<file path="src/rtl/rs_pkg.sv">
package rs_pkg;
  localparam int XLEN  = 32;
  localparam int TAG_W = 4;
  localparam int OP_W  = 4;

  typedef struct packed {
    logic             rdy;
    logic [TAG_W-1:0] tag;
    logic [XLEN-1:0]  val;
  } opnd_t;

  function automatic opnd_t snoop(input opnd_t o, input logic bv,
                                  input logic [TAG_W-1:0] bt,
                                  input logic [XLEN-1:0] bval);
    opnd_t r;
    r = o;
    if (!o.rdy && bv && (bt == o.tag)) begin
      r.rdy = 1'b1;
      r.val = bval;
    end
    return r;
  endfunction
endpackage

</file>
<file path="src/rtl/rs_free_pick.sv">
module rs_free_pick #(
  parameter int N = 4
) (
  input  logic [N-1:0] busy,
  output logic [N-1:0] pick,
  output logic         any
);
  always_comb begin
    pick = '0;
    any  = 1'b0;
    for (int i = 0; i < N; i++) begin
      if (!busy[i] && !any) begin
        pick[i] = 1'b1;
        any     = 1'b1;
      end
    end
  end
endmodule

</file>
<file path="src/rtl/rs_age_pick.sv">
module rs_age_pick #(
  parameter int N = 4
) (
  input  logic         clk,
  input  logic         rst,
  input  logic [N-1:0] alloc,
  input  logic [N-1:0] req,
  output logic [N-1:0] grant
);
  // older[i][j] = 1 when entry i was allocated before entry j
  logic [N-1:0] older [N];

  for (genvar i = 0; i < N; i++) begin : g_row
    for (genvar j = 0; j < N; j++) begin : g_col
      always_ff @(posedge clk) begin
        if (rst)
          older[i][j] <= 1'b0;
        else if (alloc[j])
          older[i][j] <= (i != j);
        else if (alloc[i])
          older[i][j] <= 1'b0;
      end
    end
  end

  always_comb begin
    for (int i = 0; i < N; i++) begin
      logic blk;
      blk = 1'b0;
      for (int j = 0; j < N; j++)
        if (j != i && req[j] && older[j][i]) blk = 1'b1;
      grant[i] = req[i] && !blk;
    end
  end


  one_grant_chk: assert property (@(posedge clk) disable iff (rst)
    $onehot0(grant));

  grant_when_req_chk: assert property (@(posedge clk) disable iff (rst)
    (req != '0) |-> (grant != '0));
endmodule

</file>
<file path="src/rtl/rs_slot.sv">
module rs_slot
  import rs_pkg::*;
(
  input  logic             clk,
  input  logic             rst,
  input  logic             flush,
  input  logic             alloc,
  input  logic             clear,
  input  logic [OP_W-1:0]  iss_op,
  input  logic             iss_store,
  input  opnd_t            iss_a,
  input  opnd_t            iss_b,
  input  logic [TAG_W-1:0] iss_dst,
  input  logic             cdb_valid,
  input  logic [TAG_W-1:0] cdb_tag,
  input  logic [XLEN-1:0]  cdb_val,
  output logic             valid_o,
  output logic             ready_o,
  output logic [OP_W-1:0]  op_o,
  output logic             store_o,
  output opnd_t            a_o,
  output opnd_t            b_o,
  output logic [TAG_W-1:0] dst_o
);
  logic valid_q;

  always_ff @(posedge clk) begin
    if (rst || flush)  valid_q <= 1'b0;
    else if (alloc)    valid_q <= 1'b1;
    else if (clear)    valid_q <= 1'b0;
  end

  always_ff @(posedge clk) begin
    if (alloc) begin
      op_o    <= iss_op;
      store_o <= iss_store;
      dst_o   <= iss_dst;
      a_o     <= snoop(iss_a, cdb_valid, cdb_tag, cdb_val);
      b_o     <= snoop(iss_b, cdb_valid, cdb_tag, cdb_val);
    end else begin
      a_o     <= snoop(a_o, cdb_valid, cdb_tag, cdb_val);
      b_o     <= snoop(b_o, cdb_valid, cdb_tag, cdb_val);
    end
  end

  assign valid_o = valid_q;
  assign ready_o = valid_q && a_o.rdy && (store_o || b_o.rdy);


  alloc_free_only_chk: assert property (@(posedge clk) disable iff (rst)
    alloc |-> !valid_q);

  release_chk: assert property (@(posedge clk) disable iff (rst)
    (clear && !alloc) |=> !valid_q);

  capture_a_chk: assert property (@(posedge clk) disable iff (rst)
    (valid_q && !alloc && !a_o.rdy && cdb_valid && cdb_tag == a_o.tag)
      |=> (a_o.rdy && a_o.val == $past(cdb_val)));
endmodule

</file>
<file path="src/rtl/rs_pool.sv">
module rs_pool
  import rs_pkg::*;
#(
  parameter int N_ENT = 4
) (
  input  logic             clk,
  input  logic             rst,
  input  logic             flush,
  input  logic             iss_valid,
  output logic             iss_ready,
  input  logic [OP_W-1:0]  iss_op,
  input  logic             iss_store,
  input  logic             iss_a_rdy,
  input  logic [XLEN-1:0]  iss_a_val,
  input  logic [TAG_W-1:0] iss_a_tag,
  input  logic             iss_b_rdy,
  input  logic [XLEN-1:0]  iss_b_val,
  input  logic [TAG_W-1:0] iss_b_tag,
  input  logic [TAG_W-1:0] iss_dst,
  input  logic             cdb_valid,
  input  logic [TAG_W-1:0] cdb_tag,
  input  logic [XLEN-1:0]  cdb_val,
  output logic             dsp_valid,
  output logic [OP_W-1:0]  dsp_op,
  output logic             dsp_store,
  output logic [XLEN-1:0]  dsp_a_val,
  output logic             dsp_b_rdy,
  output logic [XLEN-1:0]  dsp_b_val,
  output logic [TAG_W-1:0] dsp_b_tag,
  output logic [TAG_W-1:0] dsp_dst
);
  logic [N_ENT-1:0] busy, rdy, free_oh, alloc, grant;
  logic             free_any;
  opnd_t            in_a, in_b;
  logic [OP_W-1:0]  e_op    [N_ENT];
  logic             e_store [N_ENT];
  opnd_t            e_a     [N_ENT];
  opnd_t            e_b     [N_ENT];
  logic [TAG_W-1:0] e_dst   [N_ENT];

  assign in_a = '{rdy: iss_a_rdy, tag: iss_a_tag, val: iss_a_val};
  assign in_b = '{rdy: iss_b_rdy, tag: iss_b_tag, val: iss_b_val};

  rs_free_pick #(.N(N_ENT)) u_free (
    .busy(busy), .pick(free_oh), .any(free_any)
  );

  assign iss_ready = free_any;
  assign alloc     = free_oh & {N_ENT{iss_valid && !flush}};

  for (genvar i = 0; i < N_ENT; i++) begin : g_ent
    rs_slot u_slot (
      .clk(clk), .rst(rst), .flush(flush),
      .alloc(alloc[i]), .clear(grant[i]),
      .iss_op(iss_op), .iss_store(iss_store),
      .iss_a(in_a), .iss_b(in_b), .iss_dst(iss_dst),
      .cdb_valid(cdb_valid), .cdb_tag(cdb_tag), .cdb_val(cdb_val),
      .valid_o(busy[i]), .ready_o(rdy[i]),
      .op_o(e_op[i]), .store_o(e_store[i]),
      .a_o(e_a[i]), .b_o(e_b[i]), .dst_o(e_dst[i])
    );
  end

  rs_age_pick #(.N(N_ENT)) u_age (
    .clk(clk), .rst(rst), .alloc(alloc), .req(rdy), .grant(grant)
  );

  logic [OP_W-1:0]  sel_op;
  logic             sel_store;
  opnd_t            sel_a, sel_b;
  logic [TAG_W-1:0] sel_dst;

  always_comb begin
    sel_op = '0; sel_store = 1'b0; sel_a = '0; sel_b = '0; sel_dst = '0;
    for (int i = 0; i < N_ENT; i++) begin
      if (grant[i]) begin
        sel_op    = e_op[i];
        sel_store = e_store[i];
        sel_a     = e_a[i];
        sel_b     = e_b[i];
        sel_dst   = e_dst[i];
      end
    end
  end

  logic b_hit;
  assign b_hit = !sel_b.rdy && cdb_valid && (cdb_tag == sel_b.tag);

  always_ff @(posedge clk) begin
    if (rst || flush) dsp_valid <= 1'b0;
    else              dsp_valid <= (grant != '0);
  end

  always_ff @(posedge clk) begin
    if (grant != '0) begin
      dsp_op    <= sel_op;
      dsp_store <= sel_store;
      dsp_a_val <= sel_a.val;
      dsp_b_rdy <= sel_b.rdy || b_hit;
      dsp_b_val <= b_hit ? cdb_val : sel_b.val;
      dsp_b_tag <= sel_b.tag;
      dsp_dst   <= sel_dst;
    end
  end


  both_opnd_chk: assert property (@(posedge clk) disable iff (rst)
    (grant != '0 && !sel_store) |-> (sel_a.rdy && sel_b.rdy));

  base_opnd_chk: assert property (@(posedge clk) disable iff (rst)
    (grant != '0) |-> sel_a.rdy);

  dispatch_reg_chk: assert property (@(posedge clk) disable iff (rst)
    (grant != '0 && !flush) |=> dsp_valid);

  flush_empty_chk: assert property (@(posedge clk) disable iff (rst)
    flush |=> (busy == '0 && !dsp_valid));
endmodule

</file>
<file path="config.mk">
export PLATFORM = sky130hd
export DESIGN_NAME = rs_pool
export DESIGN_NICKNAME = d
export VERILOG_FILES = /design/src/rtl/rs_pkg.sv /design/src/rtl/rs_free_pick.sv /design/src/rtl/rs_age_pick.sv /design/src/rtl/rs_slot.sv /design/src/rtl/rs_pool.sv
export SDC_FILE = /design/constraint.sdc
export NUM_CORES = 1
export LEC_CHECK = 0
export BUFFER_PORTS_ARGS = -buffer_cell sky130_fd_sc_hd__buf_2
export CORE_ASPECT_RATIO = 1.5
export CORE_MARGIN = 2
export CORE_UTILIZATION = 25
export DETAILED_ROUTE_END_ITERATION = 8
export GPL_TIMING_DRIVEN = 1
export MAX_ROUTING_LAYER = met4
export REMOVE_ABC_BUFFERS = 1
export SLEW_MARGIN = 20
export SYNTH_ARGS = -nofsm -noshare
export SYNTH_HDL_FRONTEND = slang
export SYNTH_HIERARCHICAL = 1
export SYNTH_SLANG_ARGS = --single-unit
</file>
<file path="constraint.sdc">
create_clock -name clk -period 3.9 [get_ports clk]
set_input_delay 1.17 -clock clk [delete_from_list [all_inputs] [get_ports clk]]
set_output_delay 1.17 -clock clk [all_outputs]
set_load 0.01 [all_outputs]
</file>
# Yosys cells after proc, flatten, opt, wreduce, memory -nomap -nowiden
# Memories as Yosys holds them, arrays and structs flattened.
# Index checks and enable logic that the tools add are counted.
# word_totals
ff_bits	415
latchBits	0
mem_bits_rw	16
mem_bits_ro	0
input_bits	124
out_inout_bits	80
wordCells	333
memories	1
# mem_list
name	words	word_bits	read_ports	rd_ports_with_merged_regs	wr	line_no	rtl
u_age.older	4	4	4	0	4	rs_age_pick.sv:11	logic [N-1:0] older [N];
# classes
add_sub_neg	0
n_mul	0
div	0
order_cmp	0
eq_ne	11
n_shift	0
mux	154
n_bitwise	29
n_reduce_logical	90
# op_table
operator	count
2-to-1 mux 32 bit	15
2-to-1 mux 37 bit	12
2-to-1 mux 1 bit	119
logical AND 1 bit	50
== test 4 bit	11
2-to-1 mux 4 bit	8
bitwise OR 1 bit	28
nonzero test 2 bit	12
zero test 1 bit	21
logical OR 1 bit	6
AND 4 bit	1
nonzero test 4 bit	1

# Longest topological paths before layout
# logic_depth
ltp_word	16
ltp_mapped	12
mapped_depth_nobuf	9

# Modules after synthesis
# The synthesis kept the hierarchy.
# by_module_without_submodules
module	instances	cells_each	area_each_um2
rs_slot	4	189	3687.3
rs_pool	1	567	5208.7
rs_age_pick	1	50	606.8
rs_free_pick	1	5	36.3

# Least setup slack after synthesis
# No wires, ideal clock.
# synth_timing
kind	register to register
startpoint	register g_ent[2].u_slot/b_o[36] (netlist name)
endpoint	register dsp_a_val[0], enable pin
t_arrival_ns	3.168
path_slack_ns	0.292
stages_incl_launch_ff	7
synth_period_minus_slack_ns	3.608
path_cell_list	edfxtp_1 -> o211a_1 -> a22oi_1 -> and3_1 -> buf_4 -> clkbuf_1 -> or3_1
# synth_between
elab_chain_cells	8
elab_cells_between_ends	18
# synth_rtl
item	line_no	rtl
from (decl)	rs_slot.sv:22	output opnd_t b_o,
from (signal assigned)	rs_slot.sv:39	b_o <= snoop(iss_b, cdb_valid, cdb_tag, cdb_val);
from (signal assigned)	rs_slot.sv:42	b_o <= snoop(b_o, cdb_valid, cdb_tag, cdb_val);
logical OR 1 bit	rs_slot.sv:47	assign ready_o = valid_q && a_o.rdy && (store_o || b_o.rdy);
logical AND 1 bit	rs_slot.sv:47	
named net rdy[2]	rs_pool.sv:32	logic [N_ENT-1:0] busy, rdy, free_oh, alloc, grant;
logical AND 1 bit	rs_age_pick.sv:31	if (j != i && req[j] && older[j][i]) blk = 1'b1;
2-to-1 mux 1 bit (2 in a row)	rs_age_pick.sv:31	
zero test 1 bit	rs_age_pick.sv:32	grant[i] = req[i] && !blk;
logical AND 1 bit	rs_age_pick.sv:32	
named net grant[1]	rs_pool.sv:32	
nonzero test 4 bit	rs_pool.sv:95	if (grant != '0) begin
to (signal assigned)	rs_pool.sv:98	dsp_a_val <= sel_a.val;
to (decl)	rs_pool.sv:26	output logic [XLEN-1:0] dsp_a_val,
# The timed path passes the listed nets, and every way through them passes these cells.
# A chain may end at the register's enable or synchronous reset.

==> results summary <==
CTS built an H-tree with a depth of 2. The internal cell power is around 8.0 mW. The sum of internal, switching and leakage power came out at just over 10 mW.

For this block, the initial DRC count from the detailed router was about 790. The residual DRC count came out at 0. The die is 238 microns wide. The kind of critical path is flop to flop.

The critical path goes through o211a_1 -> a22oi_1 -> and3_1 -> nor2b_4 -> buf_4 -> buf_4 -> a22oi_1 -> nor2_1 -> a21oi_1 -> o21ai_0. The switching power of the nets is 2.23 mW. The initial antenna violation count came out at 21. The number of nets in the final layout is 1714.

Max-cap violations in this run came to 0. From synthesis to final layout, the design area changed by 19.0%. STA classifies the critical path startpoint as a flop. For this run, the leading register cell type out of synthesis is sky130_fd_sc_hd__edfxtp_1. The combinational share of power came out at 6.5%. The summed instance area of the synthesized netlist came out at a little over 20000 sq um. The post-cts sizing count is 0. Setup violations remaining at the end of the flow were counted as 0. The number of setup buffers added after CTS came out at 0. The area used by multi-input combinational logic is between 7000 and 8000 sq um. The weighted congestion reported at the end of routability-driven placement came out at 0.849. The HPWL after detailed placement came out at 36900 microns. The die covers 84800 sq um. The number of placed I/O pins came out at 204. The register area is 12800 sq um. The number of vias per cell is 4.66.

The data arrival at the endpoint of the critical path came out at 3.71 ns. Clock-pin slew was measured on the worst setup and hold paths at 0.06 ns. The number of pins with negative max-slew slack in the final report is 0. For this design, the slowest cell found on the critical path is sky130_fd_sc_hd__nor2b_4.

The cell area reported after detailed placement came out at 23000 sq um. The via count of the first global-routing pass came out at 13057. The clock drives about 430 sinks. The switching share of power is around 22%.

The total detailed-routing wirelength came out at 57700 microns. The number of warning messages in the yosys log came out at 6. The cell area after layout came out at 24500 sq um. The tightest min-delay check is of the flop to flop type. The worst supply voltage drop on vdd came out at 0.000366 V. Synthesis produced 1378 cells.

The combined global-route utilization of all metal layers is 13.9%. The endpoint required time on the critical path is 4.27 ns. The average wire per cell in the routed design is 21.5 microns. The worst pin sits at a relative slew slack of 51.9%. For this run, the slowest stage of the critical path takes 0.45 ns. The CTS tree is built.

Clock tree synthesis inserted a total of 45 buffers. The quantity of I/O buffers inserted on ports came out at between 200 and 250. The fraction of registers with async set or reset after synthesis came out at 0%. The count of final hold-check violations was 0. Hold repair after CTS inserted 0 buffers. Per report_power, the clock group accounts for between 40% and 50% of the total. The clock passes through at most 3 buffers. The power per cell area is 416 nW/um^2. The buffer type at the clock tree root is sky130_fd_sc_hd__clkbuf_16.

The time the worst path needs with I/O delays and setup is around 3.3 ns. Averaged over all synthesized cells, the footprint is 14.9 sq um. The distinct cell type count of the synthesized netlist is between 40 and 50.

The length of the first detailed-routing pass in iterations came out at 5. The final critical-path share of the clock period came out at 85.7%. For this design the static power due to leakage is 8.86 nW. The share of the Yosys chip area taken by registers is between 60% and 70%.

The largest clock skew in the final design came out at 0.0558 ns. The highest fanout seen on the critical path is 27. The worst flop-to-flop path startpoint is g_ent[2].u_slot/b_o[36]$_SDFFCE_PN1P_. In this run the standard cell core region covers 81400 sq um.

For this run the aggregate overflow at the end of global routing stands at 0. The number of fill cells in the layout came out at roughly 8100. The run finished with clean final reports. The largest net degree at the start of global routing is 88.

The highest achievable clock rate is 299 MHz. The synthesized design contains around 430 register bits. The ratio of cells with drive above 1 in the final layout came out at 39.7%.

The number of nets with antenna violations after detailed routing is 0. The start point of the worst min-delay path is g_ent[3].u_slot/a_o[30]$_DFFE_PP_. The number of flops mapped to enable cells by yosys is 422. The share of total power dissipated in sequential elements is between 50 and 60%. The clock network latency to the later pin of the worst-skew pair is a little over 0.6 ns. At the pin with the least slew margin, the transition time is 0.721 ns. In this run the core area contains 128 standard-cell rows.

Setup repair after global routing left no endpoint under its margin. The die is 356 microns tall. The worst setup path is captured at a flop. Summing over every cut layer, the via total after detailed routing is 12470. The most critical setup path has its startpoint at g_ent[2].u_slot/b_o[36]$_SDFFCE_PN1P_. Once the floorplan was initialized, standard cells occupied 25.3% of the core. The first global-routing pass estimated 84500 microns of wire.
==> critical path: cells and delay by family (launching register included) <==
family / cells / cell delay (ns)
buffers and inverters: 2 / 0.82
flip-flops: 1 / 0.43
AND/OR/NAND/NOR: 3 / 0.84
AO/OA/AOI/OAI: 5 / 0.97
==> final cells by class <==
type / count / share of cell area [%]
Antenna cell: 15 / 0.153
Inverter: 22 / 0.337
Clock inverter: 27 / 1.38
Sequential cell: 427 / 52.1
Timing Repair Buffer: 248 / 6.23
Tap cell: 1040 / 5.31
Multi-Input combinational cell: 846 / 29.8
Clock buffer: 51 / 4.68
==> path summary, 6_finish.rpt <==
path | endpoint | slack [ns] | cells after the start
max | dsp_a_val[26]$_DFFE_PP_ | 0.56 | 10
max reg2reg | dsp_a_val[26]$_DFFE_PP_ | 0.56 | 10
min reg2reg | dsp_a_val[30]$_DFFE_PP_ | 0.51 | 2
min | dsp_a_val[30]$_DFFE_PP_ | 0.51 | 2
==> routing by layer <==
metal  global-route usage, %  wire length [microns]  vias up
li1                        -                      -     5738
met1                    15.3                  22400     6243
met2                    24.6                  30000      374
met3                    2.70                   3330      115
met4                    5.30                   1990        0
met5                       -                      0        -
==> flip-flops by register name, indices dropped and copies added (netlist names) <==
register	count
u_age/older	12
g_ent.u_slot/valid_o	4
dsp_a_val	32
dsp_b_tag	4
dsp_op	4
dsp_b_rdy	1
g_ent.u_slot/dst_o	16
dsp_store	1
g_ent.u_slot/op_o	16
g_ent.u_slot/a_o	148
dsp_valid	1
dsp_b_val	32
g_ent.u_slot/b_o	148
g_ent.u_slot/store_o	4
dsp_dst	4
==> power groups by stage <==
| stage | Combinational [mW] | Sequential (mW) | Clock, mW |
|---|---|---|---|
| final | 0.659 | 5.17 | 4.38 |
| after global routing | 0.710 | 5.17 | 4.67 |
| after CTS | 0.662 | 5.17 | 4.52 |
| after detailed placement | 0.660 | 5.26 | 0 |
| after global placement | 0.633 | 5.26 | 0 |
| after floorplan | 0.366 | 5.26 | 0 |
==> cell usage after synthesis, types with 10 or more instances <==
master                     count  area, sq um
sky130_fd_sc_hd__a22oi_1      76          571
sky130_fd_sc_hd__mux2_4      145         2180
sky130_fd_sc_hd__xor2_1       25          219
sky130_fd_sc_hd__nor3b_1      10         75.1
sky130_fd_sc_hd__edfxtp_1    422        12700
sky130_fd_sc_hd__o21ai_0      74          370
sky130_fd_sc_hd__buf_2        14         70.1
sky130_fd_sc_hd__xnor2_1      28          245
sky130_fd_sc_hd__clkbuf_1     43          161
sky130_fd_sc_hd__nand2_1      79          297
sky130_fd_sc_hd__buf_6        17          191
sky130_fd_sc_hd__nor2_1       79          297
sky130_fd_sc_hd__a21oi_1      78          390
sky130_fd_sc_hd__nor2b_1      17          106
sky130_fd_sc_hd__mux2_2      139         1570
sky130_fd_sc_hd__inv_1        18         67.6
==> logic make-up (layout without fill, tap and decap cells) <==
logic type | Yosys count | in the layout | share of synthesized area (%)
AO/OA/AOI/OAI | 270 | 270 | 9.09
flip-flops | 427 | 427 | 62.0
XOR/XNOR | 56 | 56 | 2.49
multiplexers | 288 | 288 | 18.4
buffers and inverters | 105 | 348 | 2.64
AND/OR/NAND/NOR | 232 | 232 | 5.40
other | 0 | 15 | 0
==> placed cells by master, fill, tap and decap left out, types with 5 or more instances in the layout <==
master | netlist | final
sky130_fd_sc_hd__mux2_4 | 145 | 145
sky130_fd_sc_hd__nand2b_1 | 5 | 5
sky130_fd_sc_hd__nor2_1 | 79 | 79
sky130_fd_sc_hd__buf_2 | 14 | 203
sky130_fd_sc_hd__buf_4 | 1 | 31
sky130_fd_sc_hd__o22ai_1 | 8 | 8
sky130_fd_sc_hd__clkbuf_16 | 0 | 45
sky130_fd_sc_hd__a41o_2 | 0 | 8
sky130_fd_sc_hd__nor3b_1 | 10 | 10
sky130_fd_sc_hd__diode_2 | 0 | 15
sky130_fd_sc_hd__inv_1 | 18 | 18
sky130_fd_sc_hd__nor2b_1 | 17 | 17
sky130_fd_sc_hd__clkinv_2 | 0 | 8
sky130_fd_sc_hd__clkbuf_1 | 43 | 6
sky130_fd_sc_hd__clkinv_1 | 0 | 6
sky130_fd_sc_hd__dfxtp_1 | 5 | 5
sky130_fd_sc_hd__or3_1 | 9 | 8
sky130_fd_sc_hd__a22oi_1 | 76 | 76
sky130_fd_sc_hd__mux2_2 | 139 | 139
sky130_fd_sc_hd__o21ai_0 | 74 | 74
sky130_fd_sc_hd__nand3b_1 | 5 | 5
sky130_fd_sc_hd__xnor2_1 | 28 | 28
sky130_fd_sc_hd__edfxtp_1 | 422 | 422
sky130_fd_sc_hd__xor2_1 | 25 | 25
sky130_fd_sc_hd__buf_12 | 0 | 14
sky130_fd_sc_hd__bufinv_16 | 0 | 6
sky130_fd_sc_hd__o41ai_4 | 8 | 8
sky130_fd_sc_hd__nand2_1 | 79 | 79
sky130_fd_sc_hd__a21oi_1 | 78 | 78
==> per-stage QoR <==
stage               util, %  instances  hold slack, ns  setup slack [ns]  TNS (ns)
finish                 30.1       2676           0.513             0.559         0
global route           30.1       2675           0.561             0.368         0
CTS                    30.1       2661           0.507             0.630         0
detailed placement     28.3       2583           0.516             0.447         0
global placement       28.3       2583           0.508             0.429         0
floorplan                 -       1295           0.496             -2.16   -238.48
Power figures use the tool's default switching activity.
